==> config.mk <==
export PLATFORM = sky130hd
export DESIGN_NAME = snand_seq
export DESIGN_NICKNAME = d
export VERILOG_FILES = /design/src/rtl/snand_pkg.sv /design/src/rtl/snand_addr_pack.sv /design/src/rtl/snand_cycle_timer.sv /design/src/rtl/snand_stat_eval.sv /design/src/rtl/snand_seq.sv
export SDC_FILE = /design/constraint.sdc
export NUM_CORES = 1
export LEC_CHECK = 0
export ABC_AREA = 1
export CAP_MARGIN = 20
export CORE_ASPECT_RATIO = 1.1
export CORE_MARGIN = 2
export CORE_UTILIZATION = 38
export DETAILED_ROUTE_END_ITERATION = 10
export GPL_TIMING_DRIVEN = 0
export MAX_ROUTING_LAYER = met4
export PLACE_DENSITY = 0.62
export SYNTH_ARGS = -nofsm -noshare
export SYNTH_HDL_FRONTEND = slang
export SYNTH_SLANG_ARGS = --single-unit
==> constraint.sdc <==
create_clock -name clk -period 2 [get_ports clk]
set_input_delay 0.4 -clock clk [delete_from_list [all_inputs] [get_ports clk]]
set_output_delay 0.4 -clock clk [all_outputs]
set_load 0.01 [all_outputs]
==> src/rtl/snand_pkg.sv <==
package snand_pkg;

    typedef enum logic [2:0] {
        OP_READ   = 3'd0,
        OP_PROG   = 3'd1,
        OP_ERASE  = 3'd2,
        OP_RESET  = 3'd3,
        OP_ECCCFG = 3'd4
    } op_e;

    typedef enum logic [2:0] {
        RC_OK         = 3'd0,
        RC_ECC_FIX    = 3'd1,
        RC_ECC_BAD    = 3'd2,
        RC_PROG_FAIL  = 3'd3,
        RC_ERASE_FAIL = 3'd4,
        RC_TIMEOUT    = 3'd5
    } rc_e;

    typedef enum logic [3:0] {
        ST_IDLE,
        ST_WREN,
        ST_CACHE_LD,
        ST_EXEC,
        ST_ERASE,
        ST_PAGE_LD,
        ST_POLL,
        ST_CACHE_RD,
        ST_RST_CMD,
        ST_RST_WAIT,
        ST_CFG_RD,
        ST_CFG_WR,
        ST_DONE
    } seq_st_e;

    localparam logic [7:0] OPC_WREN      = 8'h06;
    localparam logic [7:0] OPC_PAGE_LOAD = 8'h13;
    localparam logic [7:0] OPC_CACHE_RD  = 8'h03;
    localparam logic [7:0] OPC_CACHE_LD  = 8'h84;
    localparam logic [7:0] OPC_EXEC      = 8'h10;
    localparam logic [7:0] OPC_BLK_ERASE = 8'hD8;
    localparam logic [7:0] OPC_GET_REG   = 8'h0F;
    localparam logic [7:0] OPC_SET_REG   = 8'h1F;
    localparam logic [7:0] OPC_RESET     = 8'hFF;

    localparam logic [1:0] DIR_NONE = 2'd0;
    localparam logic [1:0] DIR_TX   = 2'd1;
    localparam logic [1:0] DIR_RX   = 2'd2;

    localparam int SB_BUSY   = 0;
    localparam int SB_EFAIL  = 2;
    localparam int SB_PFAIL  = 3;
    localparam int SB_ECC_LO = 4;
    localparam int CFG_ECC_BIT = 4;

endpackage

==> src/rtl/snand_addr_pack.sv <==
module snand_addr_pack #(
    parameter int ROW_W = 17,
    parameter int COL_W = 12
) (
    input  logic [ROW_W-1:0] row,
    input  logic [COL_W-1:0] col,
    output logic [23:0]      row_addr,
    output logic [23:0]      cache_rd_addr,
    output logic [23:0]      cache_ld_addr
);
    logic [23:0] row_x;
    logic [15:0] col_x;
    logic [7:0]  hi_byte;

    always_comb begin
        row_x   = 24'(row);
        col_x   = 16'(col);
        // plane select: row bit 6 lands in bit 4 of the leading column byte
        hi_byte = col_x[15:8] | {3'b000, row_x[6], 4'b0000};
        row_addr      = row_x;
        cache_rd_addr = {hi_byte, col_x[7:0], 8'hFF};
        cache_ld_addr = {8'h00, hi_byte, col_x[7:0]};
    end
endmodule

==> src/rtl/snand_cycle_timer.sv <==
module snand_cycle_timer #(
    parameter int W = 16
) (
    input  logic         clk,
    input  logic         rst_n,
    input  logic         run,
    input  logic [W-1:0] limit,
    output logic         expired
);
    logic [W-1:0] cnt;

    always_ff @(posedge clk or negedge rst_n) begin
        if (!rst_n) begin
            cnt <= '0;
        end else if (!run) begin
            cnt <= '0;
        end else if (cnt != '1) begin
            cnt <= cnt + 1'b1;
        end
    end

    assign expired = run && (cnt >= limit);

    AST_TMR_MONOTONIC: assert property (@(posedge clk) disable iff (!rst_n)
        (run && $past(run)) |-> (cnt >= $past(cnt)));
endmodule

==> src/rtl/snand_stat_eval.sv <==
module snand_stat_eval
    import snand_pkg::*;
(
    input  op_e        op,
    input  logic [7:0] stat,
    output logic       dev_busy,
    output rc_e        rc,
    output logic       read_go
);
    always_comb begin
        dev_busy = stat[SB_BUSY];
        rc       = RC_OK;
        read_go  = 1'b0;
        unique case (op)
            OP_READ: begin
                unique case (stat[SB_ECC_LO +: 2])
                    2'b00:   read_go = 1'b1;
                    2'b01: begin
                        rc      = RC_ECC_FIX;
                        read_go = 1'b1;
                    end
                    default: rc = RC_ECC_BAD;
                endcase
            end
            OP_PROG:  if (stat[SB_PFAIL]) rc = RC_PROG_FAIL;
            OP_ERASE: if (stat[SB_EFAIL]) rc = RC_ERASE_FAIL;
            default:  rc = RC_OK;
        endcase
    end
endmodule

==> src/rtl/snand_seq.sv <==
module snand_seq
    import snand_pkg::*;
#(
    parameter int          ROW_W    = 17,
    parameter int          COL_W    = 12,
    parameter int          LEN_W    = 12,
    parameter int          TMO_W    = 20,
    parameter int          RST_WAIT = 125000,
    parameter logic [7:0]  STAT_REG = 8'hC0,
    parameter logic [7:0]  CFG_REG  = 8'hB0
) (
    input  logic             clk,
    input  logic             rst_n,
    input  logic             start,
    input  logic [2:0]       op,
    input  logic [ROW_W-1:0] row,
    input  logic [COL_W-1:0] col,
    input  logic [LEN_W-1:0] len,
    input  logic             ecc_on,
    input  logic [TMO_W-1:0] tmo_limit,
    output logic             busy,
    output logic             done,
    output logic [2:0]       code,
    output logic             fr_req,
    output logic [7:0]       fr_opcode,
    output logic [1:0]       fr_naddr,
    output logic [23:0]      fr_addr,
    output logic [1:0]       fr_dir,
    output logic             fr_local,
    output logic [LEN_W-1:0] fr_len,
    output logic [7:0]       fr_wbyte,
    input  logic             fr_done,
    input  logic [7:0]       fr_rdata
);
    localparam int RW_W = $clog2(RST_WAIT + 1);
    localparam logic [LEN_W-1:0] ONE_BYTE = LEN_W'(1);
    localparam logic [7:0] ECC_MASK = 8'(1) << CFG_ECC_BIT;

    seq_st_e          st_q, st_d;
    op_e              op_q;
    rc_e              rc_q;
    logic [ROW_W-1:0] row_q;
    logic [COL_W-1:0] col_q;
    logic [LEN_W-1:0] len_q;
    logic [TMO_W-1:0] tmo_q;
    logic             want_q;
    logic [7:0]       cfg_q;
    logic [7:0]       cfg_new;

    logic             op_valid, accept;
    logic             tmo_exp, wait_exp;
    logic             dev_busy, read_go;
    rc_e              eval_rc;
    logic [23:0]      row_addr, cache_rd_addr, cache_ld_addr;

    assign op_valid = (op <= 3'd4);
    assign accept   = (st_q == ST_IDLE) && start && op_valid;
    assign cfg_new  = (cfg_q & ~ECC_MASK) | (want_q ? ECC_MASK : 8'h00);

    snand_addr_pack #(.ROW_W(ROW_W), .COL_W(COL_W)) u_addr (
        .row           (row_q),
        .col           (col_q),
        .row_addr      (row_addr),
        .cache_rd_addr (cache_rd_addr),
        .cache_ld_addr (cache_ld_addr)
    );

    snand_stat_eval u_eval (
        .op       (op_q),
        .stat     (fr_rdata),
        .dev_busy (dev_busy),
        .rc       (eval_rc),
        .read_go  (read_go)
    );

    snand_cycle_timer #(.W(TMO_W)) u_poll_tmr (
        .clk     (clk),
        .rst_n   (rst_n),
        .run     (st_q == ST_POLL),
        .limit   (tmo_q),
        .expired (tmo_exp)
    );

    snand_cycle_timer #(.W(RW_W)) u_rst_tmr (
        .clk     (clk),
        .rst_n   (rst_n),
        .run     (st_q == ST_RST_WAIT),
        .limit   (RW_W'(RST_WAIT)),
        .expired (wait_exp)
    );

    // state register
    always_ff @(posedge clk or negedge rst_n) begin
        if (!rst_n) st_q <= ST_IDLE;
        else        st_q <= st_d;
    end

    // next-state logic
    always_comb begin
        st_d = st_q;
        unique case (st_q)
            ST_IDLE: begin
                if (accept) begin
                    unique case (op_e'(op))
                        OP_READ:   st_d = ST_PAGE_LD;
                        OP_PROG:   st_d = ST_WREN;
                        OP_ERASE:  st_d = ST_WREN;
                        OP_RESET:  st_d = ST_RST_CMD;
                        OP_ECCCFG: st_d = ST_CFG_RD;
                        default:   st_d = ST_IDLE;
                    endcase
                end
            end
            ST_WREN:     if (fr_done) st_d = (op_q == OP_PROG) ? ST_CACHE_LD : ST_ERASE;
            ST_CACHE_LD: if (fr_done) st_d = ST_EXEC;
            ST_EXEC:     if (fr_done) st_d = ST_POLL;
            ST_ERASE:    if (fr_done) st_d = ST_POLL;
            ST_PAGE_LD:  if (fr_done) st_d = ST_POLL;
            ST_POLL: begin
                if (fr_done) begin
                    if (dev_busy)                        st_d = tmo_exp ? ST_DONE : ST_POLL;
                    else if (op_q == OP_READ && read_go) st_d = ST_CACHE_RD;
                    else                                 st_d = ST_DONE;
                end
            end
            ST_CACHE_RD: if (fr_done) st_d = ST_DONE;
            ST_RST_CMD:  if (fr_done) st_d = ST_RST_WAIT;
            ST_RST_WAIT: if (wait_exp) st_d = ST_POLL;
            ST_CFG_RD: begin
                if (fr_done) st_d = (fr_rdata[CFG_ECC_BIT] == want_q) ? ST_DONE : ST_CFG_WR;
            end
            ST_CFG_WR:   if (fr_done) st_d = ST_DONE;
            ST_DONE:     st_d = ST_IDLE;
            default:     st_d = ST_IDLE;
        endcase
    end

    // operation context and result
    always_ff @(posedge clk or negedge rst_n) begin
        if (!rst_n) begin
            op_q   <= OP_READ;
            rc_q   <= RC_OK;
            row_q  <= '0;
            col_q  <= '0;
            len_q  <= '0;
            tmo_q  <= '0;
            want_q <= 1'b0;
            cfg_q  <= 8'h00;
        end else begin
            if (accept) begin
                op_q   <= op_e'(op);
                rc_q   <= RC_OK;
                row_q  <= row;
                col_q  <= col;
                len_q  <= len;
                tmo_q  <= tmo_limit;
                want_q <= ecc_on;
            end
            if (st_q == ST_POLL && fr_done) begin
                if (dev_busy) begin
                    if (tmo_exp) rc_q <= RC_TIMEOUT;
                end else begin
                    rc_q <= eval_rc;
                end
            end
            if (st_q == ST_CFG_RD && fr_done) cfg_q <= fr_rdata;
        end
    end

    // outputs
    always_comb begin
        fr_req    = 1'b0;
        fr_opcode = 8'h00;
        fr_naddr  = 2'd0;
        fr_addr   = 24'h0;
        fr_dir    = DIR_NONE;
        fr_local  = 1'b0;
        fr_len    = '0;
        fr_wbyte  = 8'h00;
        unique case (st_q)
            ST_WREN: begin
                fr_req    = 1'b1;
                fr_opcode = OPC_WREN;
            end
            ST_PAGE_LD: begin
                fr_req    = 1'b1;
                fr_opcode = OPC_PAGE_LOAD;
                fr_naddr  = 2'd3;
                fr_addr   = row_addr;
            end
            ST_CACHE_LD: begin
                fr_req    = 1'b1;
                fr_opcode = OPC_CACHE_LD;
                fr_naddr  = 2'd2;
                fr_addr   = cache_ld_addr;
                fr_dir    = DIR_TX;
                fr_len    = len_q;
            end
            ST_EXEC: begin
                fr_req    = 1'b1;
                fr_opcode = OPC_EXEC;
                fr_naddr  = 2'd3;
                fr_addr   = row_addr;
            end
            ST_ERASE: begin
                fr_req    = 1'b1;
                fr_opcode = OPC_BLK_ERASE;
                fr_naddr  = 2'd3;
                fr_addr   = row_addr;
            end
            ST_POLL: begin
                fr_req    = 1'b1;
                fr_opcode = OPC_GET_REG;
                fr_naddr  = 2'd1;
                fr_addr   = {16'h0000, STAT_REG};
                fr_dir    = DIR_RX;
                fr_local  = 1'b1;
                fr_len    = ONE_BYTE;
            end
            ST_CACHE_RD: begin
                fr_req    = 1'b1;
                fr_opcode = OPC_CACHE_RD;
                fr_naddr  = 2'd3;
                fr_addr   = cache_rd_addr;
                fr_dir    = DIR_RX;
                fr_len    = len_q;
            end
            ST_RST_CMD: begin
                fr_req    = 1'b1;
                fr_opcode = OPC_RESET;
            end
            ST_CFG_RD: begin
                fr_req    = 1'b1;
                fr_opcode = OPC_GET_REG;
                fr_naddr  = 2'd1;
                fr_addr   = {16'h0000, CFG_REG};
                fr_dir    = DIR_RX;
                fr_local  = 1'b1;
                fr_len    = ONE_BYTE;
            end
            ST_CFG_WR: begin
                fr_req    = 1'b1;
                fr_opcode = OPC_SET_REG;
                fr_naddr  = 2'd1;
                fr_addr   = {16'h0000, CFG_REG};
                fr_dir    = DIR_TX;
                fr_local  = 1'b1;
                fr_len    = ONE_BYTE;
                fr_wbyte  = cfg_new;
            end
            default: ;
        endcase
    end

    assign busy = (st_q != ST_IDLE);
    assign done = (st_q == ST_DONE);
    assign code = rc_q;

    AST_FRAME_HOLD: assert property (@(posedge clk) disable iff (!rst_n)
        (fr_req && !fr_done) |=> (fr_req && $stable(fr_opcode) && $stable(fr_addr) && $stable(fr_len)));

    AST_DONE_PULSE: assert property (@(posedge clk) disable iff (!rst_n)
        done |=> (!done && !busy));

    AST_IDLE_QUIET: assert property (@(posedge clk) disable iff (!rst_n)
        !busy |-> !fr_req);

    AST_TIMEOUT_CAUSE: assert property (@(posedge clk) disable iff (!rst_n)
        (done && code == RC_TIMEOUT) |-> $past(tmo_exp));

    AST_NO_BAD_CACHE_READ: assert property (@(posedge clk) disable iff (!rst_n)
        (fr_req && fr_opcode == OPC_CACHE_RD) |-> (code != RC_ECC_BAD));

    AST_BUSY_IGNORE: assert property (@(posedge clk) disable iff (!rst_n)
        (busy && !done && start) |=> $stable(op_q));
endmodule

==> reports/metrics.yaml <==
route:
  ant_nets: 0
  viasPerCell: 5.14
  remaining_drc_errors: 0
  via_count: 6839
  routedWlPerCell_um: 16.8
  finalWirelength_um: 22400
  first_pass_iters: 5
  drt_iter0_markers: 392
clocking:
  cts_buffers: 17
  clkLatencyLatePin_ns: 0.42
  cts_htree_levels: 4
  cts_sinks: 116
  cts_tree: "done"
  ctsRootBufferMaster: "clkbuf_16"
  clockBufferDepth: 2
  clk_pin_slew_ns: 0.06
placement:
  dp_cells: 1193
  dp_hpwl_um: 13400
  place.port_buffers: 136
  place_area_mm2: 0.00801
  place_ws_ns: -0.734
  place_congestion: 0.911
logic_synthesis:
  yosysSeqAreaShare_pct: 45.8
  yosys_warnings: 0
  async_reset_ff_share_pct: 100
  synth_top_area_share_pct: 45.8
  syn_avg_cell_area_um2: 7.45
  synthTopCellsByArea: "dfrtp_1 46%, nand2_1 15%, inv_1 7.3%"
  synthFlopType: "dfrtp_1"
  syn_area_mm2: 0.00633
  syn_inst: 850
  synth.distinct_cells: 40
  synth.ff_latch_count: 116
  synth_top_area_cell: "dfrtp_1"
  synth-edff-count: 0
timing:
  post-route-min-period_ns: 2.54
  holdWs_ns: 0.434
  slew_violations: 0
  finalSetupTns_ns: -21.35
  slew_headroom_pct: 62.9
  grt_setup_unrepaired: "true"
  tightest_slew_ns: 0.552
  max_freq_mhz: 394
  fin_ws_ns: -0.541
  skew_ns: 0.00760
  finalSetupViolCount: 69
  finalHoldViolations: 0
  finalCritPeriodShare_pct: 127
critical_path:
  rr_endpoint: "u_rst_tmr.cnt[8]"
  reg2reg_depth: 13
  crit_type: "reg2out"
  arrival_ns: 2.14
  cp_data_required_time_ns: 1.60
  cp-endpoint: "fr_addr[6]"
  crit_fanout: 5
  crit_path_end_kind: "primary output"
  crit_start: "st_q[2]"
  rr_startpoint: "u_rst_tmr.cnt[1]"
  reg2reg_slack_ns: -0.16
  start_kind: "register"
final_layout:
  final_cells: 1330
  nFillCells: 1344
  final_area_mm2: 0.0103
  num_antenna_cells: 0
  drive_above_1_share_pct: 34.3
  area_growth_pct: 63.0
  finalCoreUtilization_pct: 63.3
  finalNetCount: 1214
global_route:
  grt_util_all_layers_pct: 23.7
  use_met2_pct: 38.1
  gr-usage-met1_pct: 29.4
  grt_util_met3_pct: 4.46
  antenna_found_initial: 0
  top_usage_layer: "met2"
  grt_max_degree: 84
  grt_pass1_wl_um: 32200
  first_global_vias: 6527
  grt-ovfl-total: 0
die:
  dieArea_mm2: 0.0177
  design.core.area_mm2: 0.0163
  dieWidth_um: 127
  die_h_um: 139
  initial_core_util_pct: 38.8
  pin_count: 140
  rows: 49
outcome:
  violations: "setup timing"
  status: "finished with violations"
job:
  cap_violations: 0
power_and_ir_drop:
  leakagePower_nw: 4.87
  p_total_mw: 12.7
  powerDensity_mw_per_mm2: 1230
  ir_worst_vdd_v: 0.000897
hold_path:
  worstHoldPathType: "in2async"
## where the power goes
group | internal, mW | switching, mW | leakage (nW)
clock network | 2.17 | 1.12 | 0.310
logic | 2.63 | 3.27 | 3.10
registers | 3.10 | 0.415 | 1.46
total | 7.90 | 4.80 | 4.87
## state kept, by name (all words and copies together) (netlist names)
name and count:
row_q 17, op_q 3, st_q 4, u_poll_tmr.cnt 20, tmo_q 20, col_q 12, cfg_q 7, code 3
len_q 12, u_rst_tmr.cnt 17, want_q 1
## placed cells by master (no fill, tap or decap), types with 5 or more instances in the layout
cell type / count
nand2_2: 15
clkdlybuf4s50_1: 78
inv_4: 6
nand2_4: 7
nor2_2: 13
nand3_1: 18
dfrtp_2: 18
o21ai_1: 13
dfrtp_1: 98
nand2_1: 225
nand3_2: 5
nand4_1: 10
clkinv_2: 5
buf_2: 35
buf_8: 7
nor2_1: 49
inv_2: 16
nor3_2: 5
a21oi_1: 25
clkbuf_2: 5
o211ai_1: 5
buf_6: 57
nor2_4: 36
o21ai_2: 8
clkbuf_16: 18
buf_4: 73
o21ai_0: 63
inv_1: 101
nor3_1: 8
a21oi_2: 5
ha_1: 19
nor3_4: 5
## cells in the mapped netlist, drive strengths merged (2+ instances only)
cell type	count
nand3	25
o21ai	84
nor3	18
xor2	3
o221ai	3
a22oi	6
nand4	10
nor2	98
dfrtp	116
a22o	3
buf	17
o311a	2
a21oi	31
ha	24
a2111oi	2
inv	126
nor4	6
nand2	248
o211ai	6
a31oi	3
clkbuf	9
## cells by family (layout without fill, tap and decap cells)
group	after synthesis	count (layout)	share of synthesized area [%]
other cells	1	3	0.0592
xor+xnor	4	4	0.553
buf+inv	153	427	9.74
simple gates	407	407	26.1
flops	116	116	45.8
fa+ha+maj	24	24	4.74
compound gates	145	145	12.9
## worst max-delay path: stages (launching register included)
cell and delay (ns):
dfrtp_2 0.47, inv_2 0.08, nor2_4 0.24, nand2_2 0.12, nand2_4 0.11, clkinvlp_4 0.14
buf_6 0.14, o211ai_1 0.22, buf_2 0.18
## cell type report
class,count,area [µm²],share of cell area [%]
Timing Repair Buffer,244,2240,21.7
Sequential cell,116,2930,28.3
Tap cell,204,255,2.47
Buffer,24,236,2.29
Inverter,127,508,4.92
Clock inverter,10,153,1.48
Clock buffer,22,474,4.59
Multi-Input combinational cell,583,3530,34.2
## routing by layer
layer  vias to the layer above  wire length, µm
met2                       282            11300
li1                       3253                -
met4                         0              800
met5                         -                0
met3                        58             1360
met1                      3246             8930
## timing repair
item | 4_1_cts | 5_1_grt
pin swaps | 39 | 49
endpoints found under the hold margin | 33 | 0
cloned | 2 | 1
hold buffers | 1 | 0
endpoints found under the setup margin | 135 | 158
setup buffers | 64 | 46
gates resized for setup | 375 | 179
## how the worst min path moves through the flow
stage,startpoint,to,slack (ns),cells after the start
floorplan,rst_n,cfg_q[0],0.10,0
global placement,row_q[1],row_q[1],0.46,2
detailed placement,rst_n,len_q[2],0.32,1
CTS,rst_n,len_q[2],0.44,2
global route,rst_n,len_q[2],0.46,2
finish,rst_n,len_q[2],0.43,2
No activity file was read; power rests on OpenSTA's default activity.
